$ cat config.mk
export PLATFORM = sky130hd
export DESIGN_NAME = scl_timing_gen
export DESIGN_NICKNAME = d
export VERILOG_FILES = /design/src/rtl/scl_tim_pkg.sv /design/src/rtl/scl_cfg_capture.sv /design/src/rtl/scl_phase_timer.sv /design/src/rtl/scl_phase_seq.sv /design/src/rtl/scl_timing_gen.sv
export SDC_FILE = /design/constraint.sdc
export NUM_CORES = 1
export LEC_CHECK = 0
export BUFFER_PORTS_ARGS = -buffer_cell sky130_fd_sc_hd__buf_2
export CORE_MARGIN = 2
export CORE_UTILIZATION = 57
export CTS_CLUSTER_SIZE = 14
export DETAILED_ROUTE_END_ITERATION = 7
export PLACE_DENSITY = 0.8
export SETUP_SLACK_MARGIN = 0.1
export SLEW_MARGIN = 30
export SYNTH_ARGS = -nofsm -noshare
export SYNTH_HDL_FRONTEND = slang
export SYNTH_SLANG_ARGS = --single-unit
export TNS_END_PERCENT = 100
$ cat constraint.sdc
create_clock -name clk -period 3.66 [get_ports clk]
set_clock_uncertainty 0.15 [all_clocks]
set_input_delay 0.183 -clock clk [delete_from_list [all_inputs] [get_ports clk]]
set_output_delay 0.183 -clock clk [all_outputs]
set_load 0.01 [all_outputs]
$ cat src/rtl/scl_tim_pkg.sv
package scl_tim_pkg;
  parameter int unsigned HALF_W = 16;
  localparam int unsigned CNT_W = 2 * HALF_W;

  typedef logic [CNT_W-1:0] cnt_t;

  typedef enum logic [1:0] {
    PH_IDLE = 2'd0,
    PH_HOLD = 2'd1,
    PH_LOW  = 2'd2,
    PH_HIGH = 2'd3
  } phase_e;

  typedef struct packed {
    cnt_t hold;
    cnt_t low;
    cnt_t high;
  } scl_cfg_t;

  // high count: upper halves of both words, word1 holds the upper bits
  function automatic cnt_t high_from_words(input cnt_t w0, input cnt_t w1);
    return {w1[CNT_W-1:HALF_W], w0[CNT_W-1:HALF_W]};
  endfunction

  // low count: lower halves of both words, word1 holds the upper bits
  function automatic cnt_t low_from_words(input cnt_t w0, input cnt_t w1);
    return {w1[HALF_W-1:0], w0[HALF_W-1:0]};
  endfunction

  // a zero count would stall the timer; treat it as one cycle
  function automatic cnt_t at_least_one(input cnt_t c);
    return (c == '0) ? cnt_t'(1) : c;
  endfunction
endpackage

$ cat src/rtl/scl_cfg_capture.sv
module scl_cfg_capture
  import scl_tim_pkg::*;
(
  input  logic     clk,
  input  logic     rst_n,
  input  logic     capture,
  input  cnt_t     div_word0,
  input  cnt_t     div_word1,
  input  cnt_t     hold_cnt,
  output scl_cfg_t cfg
);
  always_ff @(posedge clk or negedge rst_n) begin
    if (!rst_n) begin
      cfg <= '{hold: cnt_t'(1), low: cnt_t'(1), high: cnt_t'(1)};
    end else if (capture) begin
      cfg.hold <= at_least_one(hold_cnt);
      cfg.low  <= at_least_one(low_from_words(div_word0, div_word1));
      cfg.high <= at_least_one(high_from_words(div_word0, div_word1));
    end
  end

  assert_cfg_frozen_R8: assert property (@(posedge clk) disable iff (!rst_n)
    !capture |=> $stable(cfg));

  assert_no_zero_count_R6: assert property (@(posedge clk) disable iff (!rst_n)
    (cfg.hold != '0) && (cfg.low != '0) && (cfg.high != '0));
endmodule

$ cat src/rtl/scl_phase_timer.sv
module scl_phase_timer
  import scl_tim_pkg::*;
(
  input  logic clk,
  input  logic rst_n,
  input  logic restart,
  input  cnt_t target,
  output logic expired
);
  cnt_t cnt;

  always_ff @(posedge clk or negedge rst_n) begin
    if (!rst_n)       cnt <= cnt_t'(1);
    else if (restart) cnt <= cnt_t'(1);
    else              cnt <= cnt + cnt_t'(1);
  end

  assign expired = (cnt >= target);

  assert_cnt_bounded_R6: assert property (@(posedge clk) disable iff (!rst_n)
    cnt <= target);
endmodule

$ cat src/rtl/scl_phase_seq.sv
module scl_phase_seq
  import scl_tim_pkg::*;
(
  input  logic   clk,
  input  logic   rst_n,
  input  logic   enable,
  input  logic   expired,
  output phase_e phase,
  output logic   restart,
  output logic   capture,
  output logic   scl,
  output logic   hold_done,
  output logic   rise,
  output logic   fall
);
  assign capture = (phase == PH_IDLE) && enable;
  assign restart = (phase == PH_IDLE) || expired || !enable;

  always_ff @(posedge clk or negedge rst_n) begin
    if (!rst_n) begin
      phase     <= PH_IDLE;
      scl       <= 1'b1;
      hold_done <= 1'b0;
      rise      <= 1'b0;
      fall      <= 1'b0;
    end else begin
      hold_done <= 1'b0;
      rise      <= 1'b0;
      fall      <= 1'b0;
      if (!enable) begin
        phase <= PH_IDLE;
        scl   <= 1'b1;
      end else begin
        unique case (phase)
          PH_IDLE: phase <= PH_HOLD;
          PH_HOLD: if (expired) begin
            phase     <= PH_LOW;
            scl       <= 1'b0;
            hold_done <= 1'b1;
          end
          PH_LOW: if (expired) begin
            phase <= PH_HIGH;
            scl   <= 1'b1;
            rise  <= 1'b1;
          end
          PH_HIGH: if (expired) begin
            phase <= PH_LOW;
            scl   <= 1'b0;
            fall  <= 1'b1;
          end
          default: phase <= PH_IDLE;
        endcase
      end
    end
  end

  assert_hold_edge_R3: assert property (@(posedge clk) disable iff (!rst_n)
    hold_done |-> ($past(scl) && !scl));

  assert_rise_edge_R4: assert property (@(posedge clk) disable iff (!rst_n)
    rise |-> (!$past(scl) && scl));

  assert_fall_edge_R5: assert property (@(posedge clk) disable iff (!rst_n)
    fall |-> ($past(scl) && !scl));
endmodule

$ cat src/rtl/scl_timing_gen.sv
module scl_timing_gen
  import scl_tim_pkg::*;
(
  input  logic             clk,
  input  logic             rst_n,
  input  logic             enable,
  input  logic [CNT_W-1:0] div_word0,
  input  logic [CNT_W-1:0] div_word1,
  input  logic [CNT_W-1:0] hold_cnt,
  output logic             scl,
  output logic             hold_done,
  output logic             rise,
  output logic             fall
);
  scl_cfg_t cfg;
  phase_e   phase;
  logic     restart;
  logic     capture;
  logic     expired;
  cnt_t     target;

  scl_cfg_capture u_cfg (
    .clk       (clk),
    .rst_n     (rst_n),
    .capture   (capture),
    .div_word0 (div_word0),
    .div_word1 (div_word1),
    .hold_cnt  (hold_cnt),
    .cfg       (cfg)
  );

  always_comb begin
    unique case (phase)
      PH_LOW:  target = cfg.low;
      PH_HIGH: target = cfg.high;
      default: target = cfg.hold;
    endcase
  end

  scl_phase_timer u_timer (
    .clk     (clk),
    .rst_n   (rst_n),
    .restart (restart),
    .target  (target),
    .expired (expired)
  );

  scl_phase_seq u_seq (
    .clk       (clk),
    .rst_n     (rst_n),
    .enable    (enable),
    .expired   (expired),
    .phase     (phase),
    .restart   (restart),
    .capture   (capture),
    .scl       (scl),
    .hold_done (hold_done),
    .rise      (rise),
    .fall      (fall)
  );

  assert_idle_high_R1: assert property (@(posedge clk) disable iff (!rst_n)
    !enable |=> (scl && !hold_done && !rise && !fall));

  assert_pulse_exclusive_R9: assert property (@(posedge clk) disable iff (!rst_n)
    $onehot0({hold_done, rise, fall}));

  assert_fall_has_pulse_R9: assert property (@(posedge clk) disable iff (!rst_n)
    $fell(scl) |-> (hold_done || fall));

  assert_disable_quiet_R7: assert property (@(posedge clk) disable iff (!rst_n)
    (phase != PH_IDLE && !enable) |=> (phase == PH_IDLE));
endmodule

Word level (Yosys, flattened, before mapping)
Cells that the tools add are included.
{ "totals": {"reg_bits": 134, "latch_bits": 0, "ram_bits": 0, "romBits": 0, "input_bits": 99, "out_inout_bits": 4, "elab_cells": 48, "memories": 0} }
{ "classes": {"addsub": 1, "n_mul": 0, "div_mod_pow": 0, "magnitude_cmp": 1, "n_eq_ne": 6, "shifts": 0, "n_mux": 20, "n_bitwise": 0, "n_reduce_logical": 11} }
{ "op_table": {"columns": ["cell", "count"], "rows": [
  ["2-to-1 mux 32 bit", 4],
  ["logical NOT 32 bit", 3],
  ["one-hot mux 32 bit (2 select lines)", 1],
  ["adder 32 x 1 -> 32 bit (second input constant)", 1],
  ["greater-or-equal comparator 32 bit", 1],
  ["2-to-1 mux 1 bit", 10],
  ["inequality test 3 x 2 -> 1 bit (second input constant)", 3],
  ["2-to-1 mux 2 bit", 3],
  ["one-hot mux 2 bit (3 select lines)", 1],
  ["equality test 2 bit (second input constant)", 2],
  ["AND reduction 3 bit", 1],
  ["equality test 2 x 1 -> 1 bit (second input constant)", 1],
  ["logical NOT 2 bit", 1],
  ["logical OR 1 bit", 2],
  ["one-hot mux 1 bit (2 select lines)", 1],
  ["AND reduction 2 bit", 1],
  ["OR reduction 2 bit", 1],
  ["logical AND 1 bit", 1],
  ["logical NOT 1 bit", 1]
]} }

Depth between registers and ports, before layout
{ "logic_depth": {"depth_word": 6, "mapped_depth": 13} }

Hierarchy
From an unflattened synthesis, not the netlist that was laid out.
{ "hier_totals": {"hier_cells": 626, "hier_area_um2": 7039.3} }
{ "modules_own_cells": {"columns": ["module", "instances", "cells_per_inst", "area_each_um2", "seq_area_each_um2"], "rows": [
  ["scl_cfg_capture", 1, 239, 3797.4, 2406.1],
  ["scl_phase_timer", 1, 258, 2306.0, 802.0],
  ["scl_timing_gen", 1, 107, 705.7, 0.0],
  ["scl_phase_seq", 1, 22, 230.2, 151.4]
]} }

Least setup slack after synthesis
No wires, ideal clock.
{ "synth_timing": {"path_type": "register to register", "startpoint": "register u_seq.phase[0]", "endpoint": "register u_seq.rise", "arrival_time_ns": 3.105, "required_time_ns": 3.414, "setup_slack_ns": 0.309, "path_stages_with_launch": 14, "n_path_buf": 3, "cell_sequence": "dfrtp_1 > clkbuf_1 > buf_1 > mux2i_1 > nand2_1 > o21ai_0 > ha_1 > nand4_2 > or4_4 > nor2_2 > a2bb2oi_2 > and2_4 > buf_6 > nor4bb_4"} }
{ "synth_via": {"elab_chain_len": 6, "elab_cells_between_ends": 7} }
{ "synth_lines": {"columns": ["element", "line", "source"], "rows": [
  ["from (decl)", "scl_phase_seq.sv:8", "output phase_e phase,"],
  ["from (signal assigned)", "scl_phase_seq.sv:21", "phase <= PH_IDLE;"],
  ["from (signal assigned)", "scl_phase_seq.sv:31", "phase <= PH_IDLE;"],
  ["from (signal assigned)", "scl_phase_seq.sv:35", "PH_IDLE: phase <= PH_HOLD;"],
  ["equality test 2 bit (on tied branches)", "scl_timing_gen.sv:33, scl_phase_seq.sv:34", null],
  ["one-hot mux 32 bit (2 select lines)", "scl_timing_gen.sv:33", "unique case (phase)"],
  ["greater-or-equal comparator 32 bit", "scl_phase_timer.sv:18", "assign expired = (cnt >= target);"],
  ["2-to-1 mux 1 bit", "scl_phase_seq.sv:41", "PH_LOW: if (expired) begin"],
  ["2-to-1 mux 1 bit *", "scl_phase_seq.sv:34", "unique case (phase)"],
  ["2-to-1 mux 1 bit *", "scl_phase_seq.sv:30", "if (!enable) begin"],
  ["to (signal assigned)", "scl_phase_seq.sv:24", "rise <= 1'b0;"],
  ["to (signal assigned)", "scl_phase_seq.sv:28", "rise <= 1'b0;"],
  ["to (signal assigned)", "scl_phase_seq.sv:44", "rise <= 1'b1;"],
  ["to (decl)", "scl_phase_seq.sv:13", "output logic rise,"]
]} }
Mark *: on every way between the ends. The rest lies on a longest branch, timed or not.
A chain may end at the register's enable or synchronous reset.

Worst setup path after layout
{ "layout_timing": {"startpoint": "register u_seq.phase[1]", "endpoint": "register u_timer.cnt[28]"} }
{ "layout_via": {"elab_chain_len": 6, "elab_cells_between_ends": 8} }
{ "layout_lines": {"columns": ["element", "line", "source"], "rows": [
  ["equality test 2 bit", "scl_timing_gen.sv:33", null],
  ["one-hot mux 32 bit (2 select lines)", "scl_timing_gen.sv:33", null],
  ["greater-or-equal comparator 32 bit", "scl_phase_timer.sv:18", null],
  ["logical OR 1 bit * (2 in a row)", "scl_phase_seq.sv:17", "assign restart = (phase == PH_IDLE) || expired || !enable;"],
  ["2-to-1 mux 32 bit *", "scl_phase_timer.sv:14", "else if (restart) cnt <= cnt_t'(1);"],
  ["to (signal assigned)", "scl_phase_timer.sv:13", "if (!rst_n) cnt <= cnt_t'(1);"],
  ["to (signal assigned)", "scl_phase_timer.sv:14", null],
  ["to (signal assigned)", "scl_phase_timer.sv:15", "else cnt <= cnt + cnt_t'(1);"],
  ["to (decl)", "scl_phase_timer.sv:10", "cnt_t cnt;"]
]} }
Marked as above.

==> results.sh <==
export IMPL_status="completed"
export IMPL_std_cell_rows=40
export IMPL_syn_mean_instance_area_sq_um=11.3
export IMPL_cellLeakagePower_uw=0.00405
export IMPL_worst_path_max_fanout=32
export IMPL_met3_track_demand_over_resource_in_global_routing_pct=7.28
export IMPL_syn_num_nets=738
export IMPL_ys_seq_area_share_pct=49.0
export IMPL_setup_worst_path_class="reg2reg"
export IMPL_drive_above_1_share_pct=30.6
export IMPL_die_area_sq_um=12900
export IMPL_rsz0062_at_grt="false"
export IMPL_initial_core_util_pct=57.8
export IMPL_mostFrequentLayoutCells="dfrtp_1, buf_2, dlygate4sd3_1"
export IMPL_maxClockFrequency_mhz=307
export IMPL_post_synth_instance_area_sq_um=6850
export IMPL_arrival_ps=3450
export IMPL_ioPinCount=103
export IMPL_end_kind="flip-flop"
export IMPL_depth_of_the_cts_h_tree=4
export IMPL_max_cap_viol_count=0
export IMPL_postSynth_topFlopCell="dfrtp_1"
export IMPL_slew_violations=0
export IMPL_port_buffers=102
export IMPL_core_area_sq_um=11900
export IMPL_synth_warnings=0
export IMPL_clock_sinks=134
export IMPL_distinct_cell_type_count_after_synthesis=41
export IMPL_chipHeight_microns=114
export IMPL_synth_edff_count=0
export IMPL_die_width_microns=114
export IMPL_cts_repair_timing_setup_buffer_count=0
export IMPL_worstMarginPinSlew_ps=776
export IMPL_remaining_max_slew_budget_at_the_tightest_pin_pct=47.9
export IMPL_post_detailed_route_drc_marker_count=0
export IMPL_routabilityCongestion=0.900
export IMPL_post_dr_wirelength_cell_microns=20.5
export IMPL_setup_tns_after_final_layout_ps=0
export IMPL_longest_clk_path_bufs=2
export IMPL_dr_first_iter_drc_count=496
export IMPL_drt_first_pass_iters=6
export IMPL_grt_remaining_overflow=0
export IMPL_synth_async_sr_flop_share_pct=100
export IMPL_global_route_usage_met2_pct=52.7
export IMPL_post_route_ant_nets=0
export IMPL_place_hpwl_microns=11600
export IMPL_grt_met1_usage_pct=39.5
export IMPL_netlist_instances=606
export IMPL_antenna_found_initial=1
export IMPL_crit_path_start_kind="flip-flop"
export IMPL_cts_clk_slew_worst_paths_ps=60
export IMPL_post_cts_resized_instances=0
export IMPL_mostFrequentLayoutCell="dfrtp_1"
export IMPL_postSynthRegisterBits=134
export IMPL_fill_cells=639
export IMPL_grt_pass1_wl_microns=31700
export IMPL_route_vias_total=5728
export IMPL_cts_buffers_inserted=17
export IMPL_post_place_cells=836
export IMPL_cts_root_buffer_cell="clkbuf_16"
export IMPL_tritoncts="built"
export IMPL_drt_wl_total_microns=19800
export IMPL_layout_worst_path_cycle_share_pct=89.0
export IMPL_ir_worst_vdd_mv=0.381
export IMPL_insertion_delay_ps=420
export IMPL_post_layout_net_count=938
export IMPL_cp_required_ps=3850
export IMPL_powerDensity_nw_per_um2=464
export IMPL_number_of_global_route_vias_before_repair=6200
export IMPL_grt_util_all_layers_pct=32.2
export IMPL_top_usage_layer="met2"
export IMPL_pin_count_of_the_biggest_net_entering_global_routing=135
export IMPL_timing_final_hold_violations=0
export IMPL_areaGrowthSynthToFinish_pct=34.1
export IMPL_post_drt_via_cell_ratio=5.92
export IMPL_timing_final_crit_period_ps=3260
export IMPL_setup_viol=0
export IMPL_worstHoldPathType="in2async"
export IMPL_finish_cell_count_without_fillers=967
## synthesized netlist by cell type (5+ instances only)
cell type | count | area, sq um
dfrtp_1 | 129 | 3230
mux2_2 | 93 | 1050
nand2_1 | 54 | 203
nor2_1 | 49 | 184
o21ai_0 | 36 | 180
ha_1 | 33 | 413
mux2i_1 | 32 | 320
nor4_1 | 25 | 156
xor2_1 | 22 | 193
nand3_1 | 17 | 85.1
nand4_1 | 16 | 100
a21oi_1 | 14 | 70.1
buf_2 | 12 | 60.1
clkbuf_1 | 11 | 41.3
xnor2_1 | 8 | 70.1
and3_1 | 7 | 43.8
nor3_1 | 7 | 35.0
dfstp_2 | 5 | 131
## sequential cells by signal, summed over array words and instances, names as in the netlist
| register | cells |
|---|---|
| u_cfg.cfg | 96 |
| u_timer.cnt | 32 |
| u_seq.phase | 2 |
| u_seq.fall | 1 |
| u_seq.hold_done | 1 |
| u_seq.rise | 1 |
| u_seq.scl | 1 |
## cell families (layout without fill, tap and decap cells)
kind of cell	Yosys count	after routing	synth area share, %
AND/OR/NAND/NOR	192	192	14.1
other	0	1	0
buffers and inverters	32	245	2.08
adder cells (fa/ha/maj)	33	33	6.03
AO/OA/AOI/OAI	60	60	4.99
XOR/XNOR	30	30	3.83
multiplexers	125	125	20.0
flip-flops	134	134	49.0
## final timing paths
kind	from	to	slack, ps	depth (start not counted)
min in group clk	u_timer.cnt[0]	u_timer.cnt[0]	330	1
worst max-delay path	u_seq.phase[1]	u_timer.cnt[28]	400	11
worst min register to register	u_timer.cnt[0]	u_timer.cnt[0]	330	1
worst min-delay path	rst_n	u_timer.cnt[28]	200	3
max in group asynchronous	rst_n	u_seq.phase[0]	2500	3
worst max register to register	u_seq.phase[1]	u_timer.cnt[28]	400	11
## critical path, stage by stage (launching register included)
cell,delay [ps]
dfrtp_2,630
buf_12,230
nor2_1,60
a21oi_1,140
ha_1,250
nand2b_1,140
a2111oi_0,600
o31ai_1,200
a2bb2oi_2,260
nand3_1,100
buf_4,240
nor2_1,170
## per-stage QoR
stage                     utilization [%]  hold slack (ps)  power [uW]  setup WS, ps  instance area (sq um)
after floorplan                         -             -263        2040           309                   6850
after global placement               63.6              197        2220           640                   7550
after detailed placement             63.6              211        2250           556                   7550
after CTS                            77.5              313        4220           467                   9190
after global routing                 77.5              343        4400           131                   9190
final                                77.5              205        4260           403                   9190
## what timing repair did
| action | CTS | global route |
|---|---|---|
| hold endpoints to repair | 228 | 0 |
| hold buffers | 98 | 0 |
| setup endpoints to repair | 0 | 0 |
## power breakdown
| part | internal, uW | switching [uW] | total [uW] |
|---|---|---|---|
| combinational | 320 | 269 | 590 |
| clock | 1230 | 680 | 1910 |
| sequential | 1650 | 112 | 1760 |
| total | 3200 | 1060 | 4260 |
## per-layer routing
metal / share of wire, % / up-vias
met5: 0 / -
li1: - / 2595
met3: 5.9 / 84
met4: 5.2 / 0
met2: 49 / 262
met1: 40 / 2787
## area by class of cell
type                            count  area (sq um)  area share [%]
Clock buffer                       18           439            4.78
Inverter                            4          15.0           0.163
Multi-Input combinational cell    440          3350            36.5
Tap cell                          147           184            2.00
Sequential cell                   134          3360            36.6
Timing Repair Buffer              209          1610            17.5
Clock inverter                     14           221            2.41
Antenna cell                        1          2.50          0.0272
No activity file was read; power rests on OpenSTA's default activity.
